--- src/rtl/lim_timer_pkg.sv ---
package lim_timer_pkg;

  typedef enum logic [1:0] {
    ADDR_COUNT  = 2'd0,
    ADDR_PERIOD = 2'd1,
    ADDR_CFG    = 2'd2,
    ADDR_RUN    = 2'd3
  } reg_addr_e;

  typedef struct packed {
    logic       psync;
    logic       pol;
    logic       esync;
    logic [4:0] mode;
  } cfg_t;

  localparam int CFG_BITS = $bits(cfg_t);

endpackage

--- src/rtl/lim_timer_regs.sv ---
module lim_timer_regs
  import lim_timer_pkg::*;
#(
  parameter int W = 8
) (
  input  logic         clk,
  input  logic         rst_n,
  input  logic         wr_en,
  input  logic [1:0]   wr_addr,
  input  logic [W-1:0] wr_data,
  input  logic [1:0]   rd_addr,
  input  logic [W-1:0] cnt,
  output logic [W-1:0] rd_data,
  output logic [W-1:0] period,
  output cfg_t         cfg,
  output logic         en,
  output logic         cnt_wr,
  output logic [W-1:0] cnt_wdata
);

  logic [W-1:0] period_q, period_d;
  cfg_t         cfg_q, cfg_d;
  logic         en_q, en_d;
  logic         sel_cnt, sel_per, sel_cfg, sel_run;

  always_comb begin
    sel_cnt = wr_en && (wr_addr == ADDR_COUNT);
    sel_per = wr_en && (wr_addr == ADDR_PERIOD);
    sel_cfg = wr_en && (wr_addr == ADDR_CFG);
    sel_run = wr_en && (wr_addr == ADDR_RUN);
  end

  always_comb begin
    period_d = period_q;
    cfg_d    = cfg_q;
    en_d     = en_q;
    if (sel_per) period_d = wr_data;
    if (sel_cfg) begin
      cfg_d = cfg_t'(wr_data[CFG_BITS-1:0]);
      // edge polarity is frozen while the timer runs
      if (en_q) cfg_d.pol = cfg_q.pol;
    end
    if (sel_run) en_d = wr_data[0];
  end

  always_ff @(posedge clk or negedge rst_n) begin
    if (!rst_n) begin
      period_q <= '0;
      cfg_q    <= '0;
      en_q     <= 1'b0;
    end else begin
      period_q <= period_d;
      cfg_q    <= cfg_d;
      en_q     <= en_d;
    end
  end

  always_comb begin
    unique case (rd_addr)
      ADDR_COUNT:  rd_data = cnt;
      ADDR_PERIOD: rd_data = period_q;
      ADDR_CFG:    rd_data = W'(cfg_q);
      default:     rd_data = W'(en_q);
    endcase
  end

  assign period    = period_q;
  assign cfg       = cfg_q;
  assign en        = en_q;
  assign cnt_wr    = sel_cnt;
  assign cnt_wdata = wr_data;

endmodule

--- src/rtl/lim_timer_edge.sv ---
module lim_timer_edge #(
  parameter int SYNC   = 2,
  parameter int PS_DIV = 4
) (
  input  logic clk,
  input  logic rst_n,
  input  logic tclk_in,
  input  logic pol,
  input  logic psync,
  output logic tick
);

  localparam int PW = (PS_DIV > 1) ? $clog2(PS_DIV) : 1;

  logic [SYNC:0] sh_q, sh_d;
  logic          level, prev, rise, fall, raw;

  always_comb sh_d = {sh_q[SYNC-1:0], tclk_in};

  always_ff @(posedge clk or negedge rst_n) begin
    if (!rst_n) sh_q <= '0;
    else        sh_q <= sh_d;
  end

  always_comb begin
    level = sh_q[SYNC-1];
    prev  = sh_q[SYNC];
    rise  = level & ~prev;
    fall  = ~level & prev;
    raw   = pol ? fall : rise;
  end

  generate
    if (PS_DIV > 1) begin : g_align
      logic [PW-1:0] phase_q, phase_d;
      logic          pend_q, pend_d;
      logic          slot;

      always_comb begin
        slot    = (phase_q == PW'(PS_DIV - 1));
        phase_d = slot ? '0 : phase_q + 1'b1;
        pend_d  = pend_q;
        if (slot)     pend_d = 1'b0;
        else if (raw) pend_d = 1'b1;
      end

      always_ff @(posedge clk or negedge rst_n) begin
        if (!rst_n) begin
          phase_q <= '0;
          pend_q  <= 1'b0;
        end else begin
          phase_q <= phase_d;
          pend_q  <= psync ? pend_d : 1'b0;
        end
      end

      assign tick = psync ? ((raw | pend_q) & slot) : raw;
    end else begin : g_direct
      assign tick = raw;
    end
  endgenerate

endmodule

--- src/rtl/lim_timer_gate.sv ---
module lim_timer_gate #(
  parameter int DLY = 2
) (
  input  logic clk,
  input  logic rst_n,
  input  logic en,
  input  logic esync,
  input  logic tick,
  output logic inc
);

  logic [DLY-1:0] arm_q, arm_d;
  logic           run;

  always_comb begin
    arm_d = arm_q;
    if (!en)       arm_d = '0;
    else if (tick) arm_d = DLY'({arm_q, 1'b1});
  end

  always_ff @(posedge clk or negedge rst_n) begin
    if (!rst_n) arm_q <= '0;
    else        arm_q <= arm_d;
  end

  always_comb begin
    run = en & (esync ? arm_q[DLY-1] : 1'b1);
    inc = tick & run;
  end

endmodule

--- src/rtl/lim_timer_core.sv ---
module lim_timer_core #(
  parameter int W = 8
) (
  input  logic         clk,
  input  logic         rst_n,
  input  logic         inc,
  input  logic [W-1:0] period,
  input  logic         load,
  input  logic [W-1:0] load_val,
  output logic [W-1:0] cnt,
  output logic         match
);

  logic [W-1:0] cnt_q, cnt_d;
  logic         match_q, match_d;
  logic         at_limit;

  always_comb begin
    at_limit = (cnt_q == period);
    cnt_d    = cnt_q;
    match_d  = 1'b0;
    if (load) begin
      cnt_d = load_val;
    end else if (inc) begin
      if (at_limit) begin
        cnt_d   = '0;
        match_d = 1'b1;
      end else begin
        cnt_d = cnt_q + 1'b1;
      end
    end
  end

  always_ff @(posedge clk or negedge rst_n) begin
    if (!rst_n) begin
      cnt_q   <= '0;
      match_q <= 1'b0;
    end else begin
      cnt_q   <= cnt_d;
      match_q <= match_d;
    end
  end

  assign cnt   = cnt_q;
  assign match = match_q;

endmodule

--- src/rtl/lim_timer.sv ---
module lim_timer
  import lim_timer_pkg::*;
#(
  parameter int W         = 8,
  parameter int SYNC      = 2,
  parameter int START_DLY = 2,
  parameter int PS_DIV    = 4
) (
  input  logic         clk,
  input  logic         rst_n,
  input  logic         tclk_in,
  input  logic         wr_en,
  input  logic [1:0]   wr_addr,
  input  logic [W-1:0] wr_data,
  input  logic [1:0]   rd_addr,
  output logic [W-1:0] rd_data,
  output logic         match_o
);

  logic [1:0]   rst_sh_q;
  logic         rst_q_n;
  logic [W-1:0] cnt, period, cnt_wdata;
  cfg_t         cfg;
  logic         en, cnt_wr, tick, inc, match;

  always_ff @(posedge clk or negedge rst_n) begin
    if (!rst_n) rst_sh_q <= '0;
    else        rst_sh_q <= {rst_sh_q[0], 1'b1};
  end
  assign rst_q_n = rst_sh_q[1];

  lim_timer_regs #(.W(W)) u_regs (
    .clk(clk), .rst_n(rst_q_n), .wr_en(wr_en), .wr_addr(wr_addr),
    .wr_data(wr_data), .rd_addr(rd_addr), .cnt(cnt), .rd_data(rd_data),
    .period(period), .cfg(cfg), .en(en), .cnt_wr(cnt_wr),
    .cnt_wdata(cnt_wdata)
  );

  lim_timer_edge #(.SYNC(SYNC), .PS_DIV(PS_DIV)) u_edge (
    .clk(clk), .rst_n(rst_q_n), .tclk_in(tclk_in), .pol(cfg.pol),
    .psync(cfg.psync), .tick(tick)
  );

  lim_timer_gate #(.DLY(START_DLY)) u_gate (
    .clk(clk), .rst_n(rst_q_n), .en(en), .esync(cfg.esync),
    .tick(tick), .inc(inc)
  );

  lim_timer_core #(.W(W)) u_core (
    .clk(clk), .rst_n(rst_q_n), .inc(inc), .period(period),
    .load(cnt_wr), .load_val(cnt_wdata), .cnt(cnt), .match(match)
  );

  assign match_o = match;

endmodule

--- config.mk ---
export PLATFORM = sky130hd
export DESIGN_NAME = lim_timer
export DESIGN_NICKNAME = d
export VERILOG_FILES = /design/src/rtl/lim_timer_pkg.sv /design/src/rtl/lim_timer_regs.sv /design/src/rtl/lim_timer_edge.sv /design/src/rtl/lim_timer_gate.sv /design/src/rtl/lim_timer_core.sv /design/src/rtl/lim_timer.sv
export SDC_FILE = /design/constraint.sdc
export NUM_CORES = 1
export LEC_CHECK = 0
export BUFFER_PORTS_ARGS = -buffer_cell sky130_fd_sc_hd__buf_2
export CORE_MARGIN = 2
export CORE_UTILIZATION = 51
export CTS_BUF_LIST = sky130_fd_sc_hd__clkbuf_4 sky130_fd_sc_hd__clkbuf_8 sky130_fd_sc_hd__clkbuf_16
export CTS_CLUSTER_DIAMETER = 100
export DETAILED_ROUTE_END_ITERATION = 6
export PLACE_DENSITY = 0.75
export SETUP_SLACK_MARGIN = 0.5
export SYNTH_ARGS = -nofsm -noshare
export SYNTH_HDL_FRONTEND = slang
export SYNTH_SLANG_ARGS = --single-unit
--- constraint.sdc ---
create_clock -name clk -period 1.01 [get_ports clk]
set_input_delay 0.0505 -clock clk [delete_from_list [all_inputs] [get_ports clk]]
set_output_delay 0.0505 -clock clk [all_outputs]
set_load 0.005 [all_outputs]
==> metrics.txt, run 1 <==
clock skew=0.0117 ns; final period utilization=166%; status=finished with violations; syn_area_per_cell=11.0 sq um; crit-path leading delay family=simple AND/OR/NAND/NOR gates; initial antenna violation count=0; layout cells sized above 1=46.9%; Hold Path Origin=wr_data[2]; Clock Path Buffers=2; Setup crit end kind=flip-flop; number of synthesis warnings=0; Final Max Tran Viols=0; final hold violation count=19; final worst path period need=1.68 ns; Worst-path clk slew=0.12 ns; fmax=596 MHz; die area=4030 sq um; Startpoint Class=flip-flop; Final ANT Viol Nets=0; Die Y=63.5 um; P&R area growth vs syn=45.2%; number of I/O port buffers=24; Crit path buffers/inverters=1; detailed placement HPWL=3060 um; Final Power=4660 uW; remaining routing DRC violations=0; count of final setup violators=21; final worst slack=-0.667 ns; register bit total from synthesis=36; Sink Count=36; Synth cell types=34; H-tree depth=2; Peak supply drop=1.29 mV; WHS Endpoint=u_regs.period[2]; Initial Utilization=53.7%; hold path cells=2; reg2reg end=u_core.cnt[5]; Critical Path Source=u_regs.cfg[6]; CTS Hold Bufs=2; later-pin clock latency in the skew report=0.35 ns; Site Rows=21; Largest stage delay, worst path=0.43 ns; Final GP Congestion=0.888; Remaining Overflow, GRT=0; first-pass GRT wire length=8380 um; Worst R2R Start=u_regs.cfg[6]; Post-Syn Area=1810 sq um; vias in the first global route=1670; CTS tree=built; P_leak=0.00125 uW; core area=3360 sq um; pin count of the biggest net entering global routing=18; Fill cells=214; root buf cell=clkbuf_4; Hold Crit Class=in -> reg; Max Fanout on Critical Path=9; Post-Route WL=5230 um; Overall Global Routing Usage=27.4%; Worst Path Arrival=1.91 ns; kind of critical path=reg -> reg; CP max-delay cell=or3b_4; Min Hold Slack=-0.0302 ns; Reg2Reg Setup Slack=-0.67 ns; Max-Cap Viols=0; drt initial violations=120; path depth of the worst reg2reg path=6; CP cell instances=or3b_4, a31oi_4, nand3_1, buf_6, a21oi_1, o21ai_1; io pins=25; failing checks=negative hold slack, negative setup slack; Die Span X=63.5 um; synthesized instance count=164; synthesized net count=182; Via Count=1657; Cell Pwr Density=1780 nW/um^2; sequential share of the synthesized area=49.9%; number of vias per cell=5.77; DR pass1 iterations=4; CTS buffer count=5; setup_tns=-10.30 ns; WL/cell=18.2 um; WP data required=1.24 ns; RSZ-0062 raised after global routing=true; final net count=258; number of inserted diodes=0
==> layer usage <==
metal | up-vias | global-route usage (%) | wire (um)
met5 | - | 0 | 0
li1 | 746 | - | -
met4 | 0 | 6.79 | 117
met2 | 69 | 46.6 | 2680
met1 | 827 | 36.2 | 2150
met3 | 15 | 5.00 | 286
==> cells in the final DEF (no fill, tap or decap), types with 4 or more instances in the layout <==
master and n:
dfrtp_1 34, buf_4 25, buf_2 24, buf_6 24, mux2_4 17, nand2_1 15, o21ai_1 13, a21oi_1 9
mux2i_1 8, xor2_1 8, nand3_1 7, nor3_1 6, a32oi_1 5, clkbuf_4 5, nand3b_1 4, nor2_1 4
==> logic make-up (layout without fill, tap and decap cells) <==
logic type	count (synthesis)	count (layout)	share of synthesized area, %
AO/OA/AOI/OAI	32	32	11.1
adder cells (fa/ha/maj)	2	2	1.38
AND/OR/NAND/NOR	52	52	15.4
other	1	1	0.208
multiplexers	26	26	16.3
flip-flops	36	36	49.9
XOR/XNOR	8	8	3.88
buffers and inverters	7	84	1.80
==> worst register-to-register path: stages, from the launching register on <==
cell and delay, ns:
dfrtp_1 0.40, or3b_4 0.43, a31oi_4 0.18, nand3_1 0.12
buf_6 0.16, a21oi_1 0.16, o21ai_1 0.10
==> cell type report <==
cell class | instances | area [sq um] | share of cell area, %
sequential | 36 | 906 | 34.5
timing repair buffer | 76 | 613 | 23.4
clock inverter | 2 | 15.0 | 0.573
tap | 46 | 57.6 | 2.19
clock buffer | 6 | 51.3 | 1.96
multi-input combinational | 121 | 980 | 37.4
==> sequential cells by signal, indices dropped and copies added, names as in the netlist <==
name,cells
u_gate.arm_q,2
rst_sh_q,2
u_core.match,1
u_edge.sh_q,3
u_edge.g_align.pend_q,1
u_edge.g_align.phase_q,2
u_regs.period,8
u_regs.en,1
u_core.cnt,8
u_regs.cfg,8
==> through the flow <==
stage / instances / setup WS [ns] / util [%] / hold WS (ns) / instance area (sq um)
global placement: 259 / -0.639 / 65.7 / -0.164 / 2210
detailed placement: 259 / -0.694 / 65.7 / -0.161 / 2210
CTS: 281 / -0.596 / 76.0 / -0.0443 / 2560
finish: 287 / -0.667 / 78.0 / -0.0302 / 2620
floorplan: 164 / -0.591 / - / -0.245 / 1840
global route: 287 / -0.751 / 78.0 / -0.0357 / 2620
==> cell usage after synthesis <==
cell type	n	area share, %
buf_1	1	0.21
o21ai_1	6	1.7
mux2_1	2	1.2
nor3b_1	1	0.42
or2_1	1	0.35
or3b_4	1	0.62
and3_1	3	1.0
mux2i_1	8	4.4
o21a_1	2	0.83
buf_4	1	0.42
buf_2	2	0.55
nor3_1	6	1.7
or3b_1	1	0.48
nor2_1	5	1.0
a31oi_4	1	1.2
clkbuf_1	3	0.62
ha_1	2	1.4
nand2_1	16	3.3
mux4_2	1	1.2
nand2b_1	1	0.35
xor2_1	8	3.9
nor4_1	1	0.35
nor4_2	1	0.69
conb_1	1	0.21
o21ai_0	7	1.9
a21oi_1	10	2.8
nand3_1	7	1.9
nor2b_1	3	1.0
nand3b_1	4	1.7
a32oi_1	5	2.4
mux2_2	15	9.3
nand4b_1	1	0.48
dfrtp_1	36	50
a31oi_1	1	0.35
==> timing repair <==
item	in CTS	in global routing
hold endpoints to repair	27	23
pin swaps	3	12
endpoints found under the setup margin	75	41
gates resized for setup	44	6
cloned	1	0
setup buffers	11	6
==> worst max path at each step <==
stage	slack (ns)	to	cells after the start
floorplan	-0.59	u_core.cnt[2]	5
global route	-0.75	u_core.cnt[6]	6
finish	-0.67	u_core.cnt[5]	6
detailed placement	-0.69	u_core.cnt[2]	5
CTS	-0.60	u_core.cnt[2]	6
global placement	-0.64	u_core.cnt[2]	5
==> where the power goes <==
part / switching, uW / internal [uW]
sequential: 213 / 1690
clock: 500 / 338
combinational: 787 / 1130
No activity file was read; power rests on OpenSTA's default activity.
==> run 2: changes to the inputs <==
==> constraint.sdc (replaced) <==
create_clock -name clk -period 1.01 [get_ports clk]
set_input_delay 0.0505 -clock clk [delete_from_list [all_inputs] [get_ports clk]]
set_output_delay 0.0505 -clock clk [all_outputs]
set_load 0.1 [all_outputs]
==> metrics.txt, run 2 (synthesis results as in run 1) <==
status=finished with violations; failing checks=negative hold slack, negative setup slack; io pins=25; CP cell instances=buf_4, buf_6, nand3b_1, a31oi_4, and3_4, a32oi_1, o21ai_1; number of inserted diodes=0; Via Count=1932; Sw Share=39.6%; Max-Cap Viols=0; Clock power frac=17.1%; kind of critical path=reg -> reg; CP max-delay cell=dfrtp_1; Fill cells=117; pin count of the biggest net entering global routing=14; WL/cell=25.2 um; Sink Count=36; Comb pwr share=51.5%; register share of total power=31.4%; P&R area growth vs syn=70.4%; drt initial violations=182; Die Span X=63.5 um; fmax=555 MHz; most common cell after layout, fill and taps aside=dfrtp_1; DR pass1 iterations=6; Cell Pwr Density=2010 nW/um^2; Final Max Tran Viols=0; WHS Endpoint=u_regs.cfg[5]; CTS tree=built; Initial Utilization=53.7%; number of I/O port buffers=24; Worst-path clk slew=0.11 ns; final hold violation count=22; Startpoint Class=flip-flop; Post-Route WL=7420 um; CTS buffer count=5; root buf cell=clkbuf_4; Setup crit end kind=flip-flop; net switching power=2450 uW; Site Rows=21; die area=4030 sq um; Final ANT Viol Nets=0; WP data required=1.26 ns; vias in the first global route=1952; layout cells sized above 1=57.8%; hold path cells=2; Max Fanout on Critical Path=8; final worst path period need=1.80 ns; Worst R2R Start=u_regs.cfg[6]; Hold Crit Class=in -> reg; Hold Path Origin=wr_data[5]; Crit path buffers/inverters=2; core area=3360 sq um; Layout Utilization=91.5%; Int Power=3730 uW; P_leak=0.00137 uW; Remaining Overflow, GRT=0; Reg2Reg Setup Slack=-0.79 ns; Min Hold Slack=-0.0526 ns; detailed placement HPWL=3370 um; remaining routing DRC violations=0; later-pin clock latency in the skew report=0.38 ns; number of vias per cell=6.55; count of final setup violators=23; Final Power=6190 uW; Clock Path Buffers=2; first-pass GRT wire length=10400 um; final worst slack=-0.792 ns; crit-path leading delay family=compound AO/OA/AOI/OAI gates; path depth of the worst reg2reg path=7; Worst Path Arrival=2.05 ns; clock skew=0.0111 ns; Peak supply drop=1.94 mV; setup_tns=-12.30 ns; final net count=266; Largest stage delay, worst path=0.44 ns; H-tree depth=2; Die Y=63.5 um; Final GP Congestion=0.899; reg2reg end=u_core.cnt[6]; RSZ-0062 raised after global routing=true; Overall Global Routing Usage=35.3%; initial antenna violation count=0; final period utilization=178%; most frequent cells in the layout=34 x dfrtp_1, 29 x buf_4, 27 x buf_6; CTS Hold Bufs=2
run 2: cell count changes in the layout (fill, tap and decap cells not counted), moves of 6 or more:
cell	before	now
buf_12	0	11
buf_2	24	15
mux2i_1	8	1
mux2i_4	0	7
o21ai_1	13	6
o21ai_4	0	6
run 2: timing repair:
action,in CTS,in global routing
setup endpoints to repair,59,41
endpoints found under the hold margin,27,20
gates resized for setup,62,18
buffers inserted,14,5
pin swaps,10,4
cloned,1,0
run 2: metal layers:
layer	wire length [um]	share of wire [%]	global-route usage, %	vias up
li1	-	-	-	765
met1	2630	35	42.0	940
met2	3520	47	58.2	159
met3	717	9.7	8.75	68
met4	552	7.4	19.8	0
met5	0	0	0	-
run 2: worst max-delay path by stage:
stage / cells after the start / slack, ns / startpoint / to
after floorplan: 5 / -0.59 / u_regs.cfg[6] / u_core.cnt[2]
after global placement: 5 / -0.64 / u_regs.cfg[6] / u_core.cnt[2]
after detailed placement: 5 / -0.70 / u_regs.cfg[6] / u_core.cnt[2]
after CTS: 6 / -0.62 / u_regs.cfg[6] / u_core.cnt[2]
after global routing: 8 / -0.87 / u_core.cnt[0] / u_core.cnt[6]
final: 7 / -0.79 / u_regs.cfg[6] / u_core.cnt[6]
run 2: cell type report:
cell class	count	area, sq um	area share, %
clock buffer	5	37.5	1.22
tap	46	57.6	1.87
clock inverter	3	42.5	1.38
timing repair buffer	84	837	27.2
sequential	36	908	29.5
multi-input combinational	121	1190	38.8
run 2: metrics by stage:
step | setup WS (ns) | cells | instance area (sq um)
3_3_place_gp | -0.643 | 265 | 2470
3_5_place_dp | -0.699 | 265 | 2470
5_1_grt | -0.871 | 295 | 3080
4_1_cts | -0.624 | 290 | 2960
6_report | -0.792 | 295 | 3080
2_1_floorplan | -0.591 | 164 | 1930
run 2: power groups by stage:
stage          logic, uW  registers [uW]  clock network (uW)
3_3_place_gp        2140            1880                   0
5_1_grt             3280            1970                1150
6_report            3190            1940                1060
3_5_place_dp        2200            1900                   0
4_1_cts             2830            1900                1050
2_1_floorplan       1320            1940                   0
